### src/rtl/dbgsr_pkg.sv
package dbgsr_pkg;

    localparam int EXC_CODE_W = 4;
    localparam int EXC_KINDS  = 13;

    typedef enum logic [EXC_CODE_W-1:0] {
        EXC_RESET   = 4'd0,
        EXC_BUSERR  = 4'd1,
        EXC_DPAGE   = 4'd2,
        EXC_IPAGE   = 4'd3,
        EXC_TICK    = 4'd4,
        EXC_ALIGN   = 4'd5,
        EXC_ILLEGAL = 4'd6,
        EXC_EXTINT  = 4'd7,
        EXC_DTLB    = 4'd8,
        EXC_ITLB    = 4'd9,
        EXC_RANGE   = 4'd10,
        EXC_SYSCALL = 4'd11,
        EXC_TRAP    = 4'd12
    } exc_kind_e;

    // Control word: bit 1 holds the system in reset, bit 0 requests a stall.
    typedef struct packed {
        logic hold_rst;
        logic stall;
    } ctl_word_t;

    // A falling held-reset bit on a write releases the system reset.
    function automatic logic reset_release(input ctl_word_t cur, input ctl_word_t nxt);
        return cur.hold_rst & ~nxt.hold_rst;
    endfunction

endpackage

### src/rtl/dbgsr_exc.sv
module dbgsr_exc #(
    parameter int CODE_W  = dbgsr_pkg::EXC_CODE_W,
    parameter int NUM_EXC = dbgsr_pkg::EXC_KINDS
) (
    input  logic               clk,
    input  logic               rst,
    input  logic               valid,
    input  logic [CODE_W-1:0]  code,
    input  logic [NUM_EXC-1:0] mask,
    input  logic               hold,
    input  logic               clr_wr,
    input  logic [NUM_EXC-1:0] clr_bits,
    output logic               take,
    output logic               hit,
    output logic [NUM_EXC-1:0] reason
);

    logic [NUM_EXC-1:0] sel;
    logic [NUM_EXC-1:0] set_bits;
    logic [NUM_EXC-1:0] keep_bits;

    // One decoder per known kind; codes past the last kind select nothing.
    for (genvar gi = 0; gi < NUM_EXC; gi++) begin : g_dec
        assign sel[gi] = (code == CODE_W'(gi));
    end

    assign take      = valid & ~hold;
    assign hit       = take & |(sel & mask);
    assign set_bits  = hit ? (sel & mask) : '0;
    assign keep_bits = clr_wr ? (reason & ~clr_bits) : reason;

    always_ff @(posedge clk) begin
        if (rst) begin
            reason <= '0;
        end else begin
            reason <= keep_bits | set_bits;
        end
    end

endmodule

### src/rtl/dbgsr_ctl.sv
module dbgsr_ctl
    import dbgsr_pkg::*;
(
    input  logic      clk,
    input  logic      rst,
    input  logic      wr,
    input  ctl_word_t wdata,
    input  logic      exc_take,
    input  logic      exc_hit,
    output ctl_word_t ctl,
    output logic      rst_pulse
);

    always_ff @(posedge clk) begin
        if (rst) begin
            ctl       <= '0;
            rst_pulse <= 1'b0;
        end else begin
            rst_pulse <= wr & reset_release(ctl, wdata);
            if (wr) begin
                ctl <= wdata;
            end else if (exc_take) begin
                ctl.stall <= exc_hit;
            end
        end
    end

endmodule

### src/rtl/dbg_stall_redirect.sv
module dbg_stall_redirect
    import dbgsr_pkg::*;
#(
    parameter int CODE_W  = EXC_CODE_W,
    parameter int NUM_EXC = EXC_KINDS
) (
    input  logic               clk,
    input  logic               rst,
    input  logic               ctl_wr,
    input  logic [1:0]         ctl_wdata,
    output logic [1:0]         ctl_q,
    input  logic               dbg_disable,
    input  logic               exc_valid,
    input  logic [CODE_W-1:0]  exc_code,
    input  logic [NUM_EXC-1:0] stop_mask,
    output logic               exc_suppress,
    input  logic               reason_wr,
    input  logic [NUM_EXC-1:0] reason_wdata,
    output logic [NUM_EXC-1:0] reason_q,
    output logic               cpu_stall,
    output logic               sys_reset_pulse
);

    ctl_word_t ctl;
    logic      take;
    logic      hit;

    dbgsr_ctl u_ctl (
        .clk       (clk),
        .rst       (rst),
        .wr        (ctl_wr),
        .wdata     (ctl_word_t'(ctl_wdata)),
        .exc_take  (take),
        .exc_hit   (hit),
        .ctl       (ctl),
        .rst_pulse (sys_reset_pulse)
    );

    dbgsr_exc #(
        .CODE_W  (CODE_W),
        .NUM_EXC (NUM_EXC)
    ) u_exc (
        .clk      (clk),
        .rst      (rst),
        .valid    (exc_valid),
        .code     (exc_code),
        .mask     (stop_mask),
        .hold     (ctl.hold_rst),
        .clr_wr   (reason_wr),
        .clr_bits (reason_wdata),
        .take     (take),
        .hit      (hit),
        .reason   (reason_q)
    );

    assign ctl_q        = ctl;
    assign exc_suppress = hit;
    assign cpu_stall    = ctl.stall & ~dbg_disable;

endmodule

### config.mk
export PLATFORM = sky130hd
export DESIGN_NAME = dbg_stall_redirect
export DESIGN_NICKNAME = d
export VERILOG_FILES = /design/src/rtl/dbgsr_pkg.sv /design/src/rtl/dbgsr_exc.sv /design/src/rtl/dbgsr_ctl.sv /design/src/rtl/dbg_stall_redirect.sv
export SDC_FILE = /design/constraint.sdc
export NUM_CORES = 1
export LEC_CHECK = 0
export ABC_AREA = 0
export BUFFER_PORTS_ARGS = -buffer_cell sky130_fd_sc_hd__buf_2
export CORE_ASPECT_RATIO = 0.75
export CORE_MARGIN = 2
export CORE_UTILIZATION = 45
export DETAILED_ROUTE_END_ITERATION = 8
export PLACE_DENSITY = 0.83
export SLEW_MARGIN = 15
export SYNTH_ARGS = -nofsm -noshare
export SYNTH_HDL_FRONTEND = slang
export SYNTH_HIERARCHICAL = 1
export SYNTH_SLANG_ARGS = --single-unit
### constraint.sdc
create_clock -name clk -period 3.7 [get_ports clk]
set_input_delay 0.185 -clock clk [delete_from_list [all_inputs] [get_ports clk]]
set_output_delay 0.185 -clock clk [all_outputs]
set_load 0.01 [all_outputs]
# Yosys cells after proc, flatten, opt, wreduce, memory -nomap -nowiden
# Cells that the tools add are included.
# totals
reg_bits	16
in_bits	38
wordCells	35
# op_classes
n_eq_ne	12
n_mux	4
bitwise_logic	12
n_reduce_logical	3
# ops
op	n
$and 13x13->13	2
$mux 13	2
$eq 4x4->1 const B	5
$eq 4x3->1 const B	4
$not 13->13	1
$or 13x13->13	1
$reduce_or 13->1	1
$eq 4x2->1 const B	2
$and 1x1->1	5
$eq 4x1->1 const B	1
$logic_not 4->1	1
$not 1->1	3
$mux 1	2
$reduce_bool 2->1	1

# Depth between registers and ports, before layout
# Gate-level depths: netlist of the first run.
# depth
word_depth	6
depth_mapped	7
depth_no_buf	6

# By module
# The synthesis of the first run kept the hierarchy.
# by_module_without_submodules
module	n_inst	cells_each	area_per_inst_um2	seq_area_each_um2
dbgsr_exc	1	95	772.0	260.2
dbgsr_ctl	1	10	121.4	60.1
dbg_stall_redirect	1	1	13.8	0.0

# Worst setup path after synthesis of the first run
# OpenSTA, ideal clock, no wires.
# synth_path
kind	input-to-reg
start	input exc_code[3]
end	register u_ctl/ctl[0] (netlist name)
setup_time_ns	0.079
arrival_time_ns	1.443
slack_ns	2.178
stages	7
n_path_buf	1
path_cell_list	buf_4 > nor2_1 > a21oi_1 > o32a_1 > a31oi_1 > mux2i_1 > a211oi_2
# synth_between
elab_chain_cells	6
elab_cells_between_ends	18
cone_classes	eq/ne: 12; mux: 2; bitwise: 2; reduce/logical: 2
# synth_lines
item	line	source
start: declaration	dbg_stall_redirect.sv:14	input logic [CODE_W-1:0] exc_code,
$eq 4x1->1, or another cell as far along	dbgsr_exc.sv:24	assign sel[gi] = (code == CODE_W'(gi));
$and 13x13->13 *	dbgsr_exc.sv:28	assign hit = take & |(sel & mask);
$reduce_or 13->1 *	dbgsr_exc.sv:28	
$and 1x1->1 *	dbgsr_exc.sv:28	
via exc_suppress	dbg_stall_redirect.sv:16	output logic exc_suppress,
$mux 1 *	dbgsr_ctl.sv:22	end else if (exc_take) begin
$mux 1 *	dbgsr_ctl.sv:20	if (wr) begin
# The timed path passes the listed nets; every way through them passes the cells marked *. The select of a mux whose other input is x is not followed.
# A chain may end at the register's enable or synchronous reset.

# Worst setup path in the final report of the first run
# layout_path
start	input exc_code[1]
end	output exc_suppress
# layout_between
elab_chain_cells	4
elab_cells_between_ends	16
cone_classes	eq/ne: 12; bitwise: 2; reduce/logical: 2
# layout_lines
item	line
$eq 4x1->1, or another cell as far along	dbgsr_exc.sv:24
$and 13x13->13 *	dbgsr_exc.sv:28
$reduce_or 13->1 *	dbgsr_exc.sv:28
$and 1x1->1 *	dbgsr_exc.sv:28
end: declaration	dbg_stall_redirect.sv:16
# Every way passes the cells marked *; elsewhere a longest branch is shown, timed or not.

==> reports/results.ini, run 1 <==
[outcome]
outcome=finished clean

[floorplanning]
die_area_um2=2390
die_w_um=55.8
start_util_pct=46.2
io_pins=56
rows=14
coreArea_um2=1960
die_h_um=42.9

[power]
total_power_w=0.000366
p_per_area_nw_per_um2=303
comb_power_share_pct=19.7
clkPwrFrac_pct=32.0
p_sw_w=0.0000981
switching_share_pct=26.8
vdd_drop_max_mv=0.266
leakagePower_nw=0.615
p_seq_share_pct=48.3
cell_internal_pwr_w=0.000268

[synthesis]
synth_edf_count=0
ys_ff_latch=16
synthFlopType=dfxtp_1
seq_area_frac_synth_pct=35.3
synth.distinct_cells=38
synth_async_sr_flop_share_pct=0
synth_area_um2=907
synth_cells=106
synth_nets=144
yosys_warnings=6
syn_avg_cell_area_um2=8.56

[clocking]
cts_tree=yes
postCtsHoldBufs=0
clkSlewWorstSetupHoldPaths_ns=0.10
cts_root_buffer=clkbuf_4
insertion_delay_ns=0.29
cts_buffers=3
clk_path_buf_depth=2
htreeDepth=1
cts.repair_timing.setup_buffer_count=0
cts-resized-gates=0
clock-sinks=16

[sta]
setup_viol=0
fin_skew_ns=0.00830
finalWorstSetupSlack_ns=2.14
relSlewSlack_pct=64.7
tightest_slew_ns=0.524
rsz0062_at_grt=no
period_share_pct=42.3
hold_viol_final=0
fin_setup_tns_ns=0
drv_slew=0
fin_crit_ns=1.56
fmax_mhz=640

[setup_path]
cp-end-kind=output pin
slowest_delay_ns=0.33
cpLargestDelayFamily=compound AO/OA/AOI/OAI gates
cpMostUsedCell=buf_2
crit_slowest_cell=mux2_4
cp-start-kind=input port
crit_arrival_ns=1.38
cp_max_fo=10
r2r-start=u_ctl/ctl[1]$_SDFFE_PP0P_
cp.required_ns=3.51
crit_buf_inv=2
crit_path_start=exc_code[1]
crit_path_cell_trace=buf_2, mux2_4, a311oi_2, a31o_1, a31oi_1, buf_2
crit_type=in2out

[run]
cap_violations=0

[detailed_routing]
drcViolationCount=0
final_antenna_net_count=0
vias=989
drtIter0Drc=33
wl_mm=2.45
first_pass_iters=4
wl_per_cell_um=13.4
vias_per_cell=5.40

[global_route]
grt_first_pass_wirelength_mm=4.12
gr-total-overflow=0
grtUsageTotal_pct=21.9
grt_max_degree=19
grt_pass1_vias=945
antenna_found_initial=0

[placement]
dpl.hpwl_mm=1.90
dp_cells=179
numPortBuffers=55
gp_congestion=0.865
place_area_um2=1170
pre_cts_ws_ns=2.11

[cells_and_area]
syn2layout_area_growth_pct=33.4
final_area_um2=1210
diodes=0
fin_nets=198
fin_cells=183
drive_above_1_share_pct=45.9

[min_path]
hold_start=ctl_wdata[1]
hold_path.class=in2reg

[layer usage]
layer,GRT usage (%),share of wire (%)
met1,25.2,41
met2,39.5,50
met3,8.23,7.5
met4,3.81,1.2
met5,0,0
[cell type report]
class,instances,area (µm²)
repair buffers,55,275
clock buffers,4,36.3
flip-flops and latches,16,320
well taps,24,30.0
multi-input cells,77,522
inverters,7,26.3
fillers,189,752
[cell families after synthesis]
kind of cell           Yosys count  synth area share [%]
and+or+nand+nor                 54                  34.3
AOI/OAI and AO/OA               18                  17.1
DFF                             16                  35.3
buffers and inverters           13                  7.17
muxes                            5                  6.07
[state kept, by name (all words and copies together) (netlist names)]
signal and count:
u_exc/reason 13, u_ctl/ctl 2, u_ctl/rst_pulse 1
[placed cells by master, fill, tap and decap left out, types with 3 or more instances in the layout]
master and n:
dfxtp_1 16, nand3b_1 7, a32oi_1 4, buf_2 55, nor2_1 8, inv_2 3, nand3_1 6, clkbuf_4 3
mux2i_1 4, inv_1 4, nand4_1 3, nand2_1 18
[final timing paths]
path | end | slack (ns) | depth (start not counted)
setup / recovery | exc_suppress | 2.14 | 6
hold / removal | u_ctl/rst_pulse$_SDFF_PP0_ | 0.07 | 2
setup reg to reg | u_exc/reason[2]$_SDFF_PP0_ | 2.37 | 4
hold reg to reg | u_exc/reason[7]$_SDFF_PP0_ | 0.46 | 2
[through the flow]
stage          hold slack [ns]  util, %
2_1_floorplan            0.250        -
3_3_place_gp             0.372     59.8
3_5_place_dp             0.386     59.8
4_1_cts                 0.0657     61.7
5_1_grt                 0.0554     61.7
6_report                0.0710     61.7
[synthesized netlist by cell type, drive strengths merged, types with 2 or more instances]
master / instances / area [µm²]
a211oi: 3 / 27.5
nand3b: 7 / 52.6
a32oi: 4 / 35.0
dfxtp: 16 / 320
inv: 7 / 26.3
mux2i: 4 / 40.0
nor2: 9 / 36.3
clkbuf: 2 / 7.51
nand3: 6 / 30.0
nand2: 18 / 67.6
buf: 4 / 31.3
a41o: 2 / 21.3
nor2b: 2 / 20.0
nand4: 3 / 18.8
nor4: 2 / 25.0
nor3: 2 / 15.0
a21oi: 2 / 10.0
[power by group through the flow]
stage	Combinational, W	Clock (W)	Sequential (W)
global placement	0.0000690	0	0.000181
detailed placement	0.0000711	0	0.000181
floorplan	0.0000385	0	0.000182
finish	0.0000722	0.000117	0.000177
CTS	0.0000717	0.000122	0.000177
global route	0.0000790	0.000126	0.000177
(Power assumes the default switching activity.)
==> inputs of run 2 (changes only) <==
--- a/config.mk
+++ b/config.mk
@@ -9,9 +9,9 @@
 export BUFFER_PORTS_ARGS = -buffer_cell sky130_fd_sc_hd__buf_2
 export CORE_ASPECT_RATIO = 0.75
 export CORE_MARGIN = 2
-export CORE_UTILIZATION = 45
+export CORE_UTILIZATION = 38
 export DETAILED_ROUTE_END_ITERATION = 8
-export PLACE_DENSITY = 0.83
+export PLACE_DENSITY = 0.75
 export SLEW_MARGIN = 15
 export SYNTH_ARGS = -nofsm -noshare
 export SYNTH_HDL_FRONTEND = slang
==> constraint.sdc (replaced) <==
create_clock -name clk -period 1.4 [get_ports clk]
set_input_delay 0.07 -clock clk [delete_from_list [all_inputs] [get_ports clk]]
set_output_delay 0.07 -clock clk [all_outputs]
set_load 0.01 [all_outputs]
==> reports/results.ini, run 2 (same netlist as run 1, synthesis figures left out) <==
[power]
total_power_w=0.000983
switching_share_pct=26.7
p_sw_w=0.000262
cell_internal_pwr_w=0.000720
vdd_drop_max_mv=0.596
p_per_area_nw_per_um2=769
comb_power_share_pct=21.2
leakagePower_nw=0.643
clkPwrFrac_pct=31.3
p_seq_share_pct=47.5

[setup_path]
regToRegSetupSlack_ns=0.06
crit_path_cell_trace=nand2b_2, nor4_2, a41o_2
crit_arrival_ns=1.58
cpLargestDelayFamily=simple AND/OR/NAND/NOR gates
cp.required_ns=1.64
reg2reg_depth=3
cp_max_fo=5
crit_slowest_cell=nor4_2
critical_path.endpoint=u_exc/reason[3]$_SDFF_PP0_
worstReg2RegEnd=u_exc/reason[3]$_SDFF_PP0_
crit_path_start=u_ctl/ctl[1]$_SDFFE_PP0P_
crit_type=reg2reg
crit_buf_inv=0
r2r-start=u_ctl/ctl[1]$_SDFFE_PP0P_
cp-start-kind=flip-flop
cp-end-kind=flip-flop
slowest_delay_ns=0.44
crit_cells=3

[sta]
hold_viol_final=0
fmax_mhz=746
setup_viol=0
tightest_slew_ns=0.555
fin_skew_ns=0.00555
period_share_pct=95.8
drv_slew=0
finalWorstSetupSlack_ns=0.0589
fin_crit_ns=1.34
rsz0062_at_grt=no
relSlewSlack_pct=62.7
fin_setup_tns_ns=0

[cells_and_area]
final_cell_mix=buf_2 (55), nand2_1 (18), dfxtp_1 (16)
final_area_um2=1280
largestRegisters=u_exc/reason: 13 flops, u_ctl/ctl: 2 flops, u_ctl/rst_pulse: 1 flops
fin_cells=199
diodes=0
drive_above_1_share_pct=48.5
regMostFlops=u_exc/reason
largest_reg_flops=13
fin_nets=204
syn2layout_area_growth_pct=41.0
layout_commonest_cell=buf_2

[clocking]
clkSlewWorstSetupHoldPaths_ns=0.10
cts_root_buffer=clkbuf_4
insertion_delay_ns=0.29
cts_tree=yes
htreeDepth=1
clock-sinks=16
clk_path_buf_depth=2
cts_buffers=3
cts.repair_timing.setup_buffer_count=0

[floorplanning]
die_area_um2=2800
rows=15
die_h_um=46.3
io_pins=56
coreArea_um2=2270
die_w_um=60.4
start_util_pct=39.9

[detailed_routing]
vias_per_cell=5.12
drcViolationCount=0
first_pass_iters=4
vias=1019
wl_mm=2.58
drtIter0Drc=37
final_antenna_net_count=0
wl_per_cell_um=13.0

[placement]
dp_cells=194
numPortBuffers=55
gp_congestion=0.842
place_area_um2=1230
dpl.hpwl_mm=2.03
pre_cts_ws_ns=-0.0344

[global_route]
gr-total-overflow=0
grtUsageTotal_pct=18.9
grt_max_degree=19
antenna_found_initial=0
grt_pass1_vias=926
grt_first_pass_wirelength_mm=3.87

[min_path]
hold_path.class=in2reg

[run]
cap_violations=0

[outcome]
outcome=finished clean

-- run 2: cell type report --
class / instances / area (µm²)
Clock buffer: 4 / 36.3
Multi-Input combinational cell: 77 / 531
Timing Repair Buffer: 61 / 323
Fill cell: 223 / 992
Inverter: 7 / 26.3
Tap cell: 34 / 42.5
Sequential cell: 16 / 320
-- run 2: worst min-delay path by stage --
stage                      start                         end  cells after the start
finish              stop_mask[8]  u_exc/reason[8]$_SDFF_PP0_                      3
global route        stop_mask[1]  u_exc/reason[1]$_SDFF_PP0_                      3
CTS                 stop_mask[1]  u_exc/reason[1]$_SDFF_PP0_                      3
detailed placement  ctl_wdata[1]  u_ctl/rst_pulse$_SDFF_PP0_                      2
global placement    ctl_wdata[1]  u_ctl/rst_pulse$_SDFF_PP0_                      2
floorplan                    rst   u_ctl/ctl[0]$_SDFFE_PP0P_                      1
-- run 2: timing repair --
item	CTS	global route
endpoints found under the hold margin	1	0
hold buffers	1	0
gates resized for setup	0	1
setup endpoints to repair	0	3
-- run 2: worst register-to-register path, stage by stage, from the launching register on --
cell and delay (ns):
dfxtp_1 0.34, nand2b_2 0.25, nor4_2 0.44, a41o_2 0.27
-- run 2: routing by layer --
metal,part of all wire (%),vias to the layer above,GRT usage (%)
met4,0.97,0,4.35
met3,4.8,4,5.34
li1,-,499,-
met2,49,37,32.6
met5,0,-,0
met1,45,479,23.5
-- run 2: power by group through the flow --
stage          Sequential (W)  Combinational, W  Clock [W]
3_5_place_dp         0.000478          0.000203          0
4_1_cts              0.000467          0.000206   0.000320
3_3_place_gp         0.000478          0.000197          0
5_1_grt              0.000468          0.000226   0.000337
6_report             0.000467          0.000208   0.000308
2_1_floorplan        0.000481          0.000104          0
-- run 2: per-stage QoR --
step | utilization (%) | hold slack (ns)
floorplan | - | 0.135
global placement | 54.2 | 0.257
detailed placement | 54.2 | 0.263
CTS | 56.2 | 0.0126
global route | 56.3 | 0.0120
finish | 56.3 | 0.0189
==> inputs of run 3 (changes only) <==
--- a/config.mk
+++ b/config.mk
@@ -12,6 +12,7 @@
 export CORE_UTILIZATION = 38
 export DETAILED_ROUTE_END_ITERATION = 8
 export PLACE_DENSITY = 0.75
+export RECOVER_POWER = 25
 export SLEW_MARGIN = 15
 export SYNTH_ARGS = -nofsm -noshare
 export SYNTH_HDL_FRONTEND = slang
==> constraint.sdc (replaced) <==
create_clock -name clk -period 1.4 [get_ports clk]
set_input_delay 0.07 -clock clk [delete_from_list [all_inputs] [get_ports clk]]
set_output_delay 0.07 -clock clk [all_outputs]
set_load 0.02 [all_outputs]
==> reports/results.ini, run 3 (same netlist as run 1, synthesis figures left out) <==
[cells_and_area]
regArea_um2=320
multi_input_area_um2=541
drive_above_1_share_pct=45.2
syn2layout_area_growth_pct=43.2
regMostFlops=u_exc/reason
fin_cells=202
largestRegisters=u_exc/reason: 13 flops, u_ctl/ctl: 2 flops, u_ctl/rst_pulse: 1 flops
final_cell_mix=buf_2 (47), nand2_1 (18), dfxtp_1 (16)
diodes=0
fin_nets=208
fillerInstances=211
final_area_um2=1300
largest_reg_flops=13
layout_commonest_cell=buf_2

[global_route]
grtUsageTotal_pct=20.0
grt_util_met2_pct=33.9
grt_first_pass_wirelength_mm=3.99
grt_busiest_layer=met2
grt_max_degree=19
gr-total-overflow=0
grt_util_met3_pct=7.02
grt_pass1_vias=932
grt_util_met1_pct=24.0
antenna_found_initial=0

[setup_path]
crit_type=in2out
cpLargestDelayFamily=compound AO/OA/AOI/OAI gates
r2r-start=u_ctl/ctl[1]$_SDFFE_PP0P_
cp-end-kind=output pin
slowest_delay_ns=0.29
cp_max_fo=4
cp-start-kind=input port
regToRegSetupSlack_ns=0.20
worstReg2RegEnd=u_exc/reason[3]$_SDFF_PP0_
crit_path_cell_trace=buf_4, mux2_4, a311oi_2, a31o_1, a31oi_4, buf_4, buf_2
crit_slowest_cell=mux2_4
crit_buf_inv=3
reg2reg_depth=4
crit_arrival_ns=1.30
cpMostUsedCell=buf_4
cp.required_ns=1.33

[sta]
finalWorstSetupSlack_ns=0.0271
fin_skew_ns=0.00194
setup_viol=0
relSlewSlack_pct=70.0
fin_crit_ns=1.37
drv_slew=0
fmax_mhz=728
fin_setup_tns_ns=0
tightest_slew_ns=0.446
period_share_pct=98.1
hold_viol_final=0
rsz0062_at_grt=no

[min_path]
whs_endpoint=u_exc/reason[2]$_SDFF_PP0_
hold_start=stop_mask[2]
whs_path_depth=3
hold_path.class=in2reg

[clocking]
clkSlewWorstSetupHoldPaths_ns=0.09
htreeDepth=1
cts_root_buffer=clkbuf_4
cts_buffers=3
cts_tree=yes
clk_path_buf_depth=2
clock-sinks=16
insertion_delay_ns=0.29

[floorplanning]
io_pins=56
die_h_um=46.3
coreArea_um2=2270
die_w_um=60.4
rows=15
start_util_pct=39.9
die_area_um2=2800

[detailed_routing]
drtIter0Drc=23
vias_per_cell=5.15
vias=1041
final_antenna_net_count=0
drcViolationCount=0
wl_mm=2.64
wl_per_cell_um=13.1
first_pass_iters=4

[power]
clkPwrFrac_pct=26.2
p_per_area_nw_per_um2=728
cell_internal_pwr_w=0.000672
switching_share_pct=29.0
vdd_drop_max_mv=0.505
p_seq_share_pct=49.4
leakagePower_nw=0.632
p_sw_w=0.000274
comb_power_share_pct=24.4

[placement]
numPortBuffers=55
place_area_um2=1270
pre_cts_ws_ns=-0.0138
dpl.hpwl_mm=2.08
dp_cells=198
gp_congestion=0.889

[outcome]
outcome=finished clean

[run]
cap_violations=0

-- run 3: how the worst max path moves through the flow --
stage	start	to	depth (start not counted)
2_1_floorplan	exc_code[1]	u_ctl/ctl[0]$_SDFFE_PP0P_	7
3_3_place_gp	exc_code[1]	u_ctl/ctl[0]$_SDFFE_PP0P_	7
3_5_place_dp	exc_code[1]	u_ctl/ctl[0]$_SDFFE_PP0P_	7
4_1_cts	exc_code[1]	exc_suppress	7
5_1_grt	exc_code[1]	exc_suppress	7
6_report	exc_code[1]	exc_suppress	7
-- run 3: timing repair --
action	4_1_cts	5_1_grt
setup buffers	0	0
hold buffers	1	0
cloned	0	0
hold endpoints to repair	1	0
gates resized for setup	2	3
setup endpoints to repair	1	1
-- run 3: tightest hold or removal path, delay by kind of cell --
family | cells | cell delay [ns]
simple gates | 2 | 0.12
buf+inv | 1 | 0.08
-- run 3: per-stage QoR --
| stage | hold slack [ns] | util, % | power [W] |
|---|---|---|---|
| after detailed placement | 0.266 | 55.9 | 0.000702 |
| final | 0.0123 | 57.2 | 0.000946 |
| after floorplan | 0.135 | - | 0.000599 |
| after CTS | 0.00511 | 57.6 | 0.000960 |
| after global placement | 0.257 | 55.9 | 0.000696 |
| after global routing | 0.0166 | 57.2 | 0.000998 |
-- run 3: power by group through the flow --
| stage | Combinational, W | Sequential, W | Clock, W |
|---|---|---|---|
| 2_1_floorplan | 0.000111 | 0.000487 | 0 |
| 3_3_place_gp | 0.000218 | 0.000478 | 0 |
| 3_5_place_dp | 0.000224 | 0.000478 | 0 |
| 4_1_cts | 0.000230 | 0.000467 | 0.000263 |
| 5_1_grt | 0.000251 | 0.000469 | 0.000279 |
| 6_report | 0.000231 | 0.000467 | 0.000248 |
-- run 3: area by class of cell --
type / instances / share of cell area [%]
Inverter: 7 / 2.02
Multi-Input combinational cell: 77 / 41.6
Sequential cell: 16 / 24.7
Tap cell: 34 / 3.28
Timing Repair Buffer: 65 / 26.7
Clock buffer: 3 / 1.73
-- run 3: metal layers --
metal  wire, µm  part of all wire (%)
met3        202                   7.6
met4         30                   1.1
met5          0                     0
met2       1240                    47
met1       1170                    44
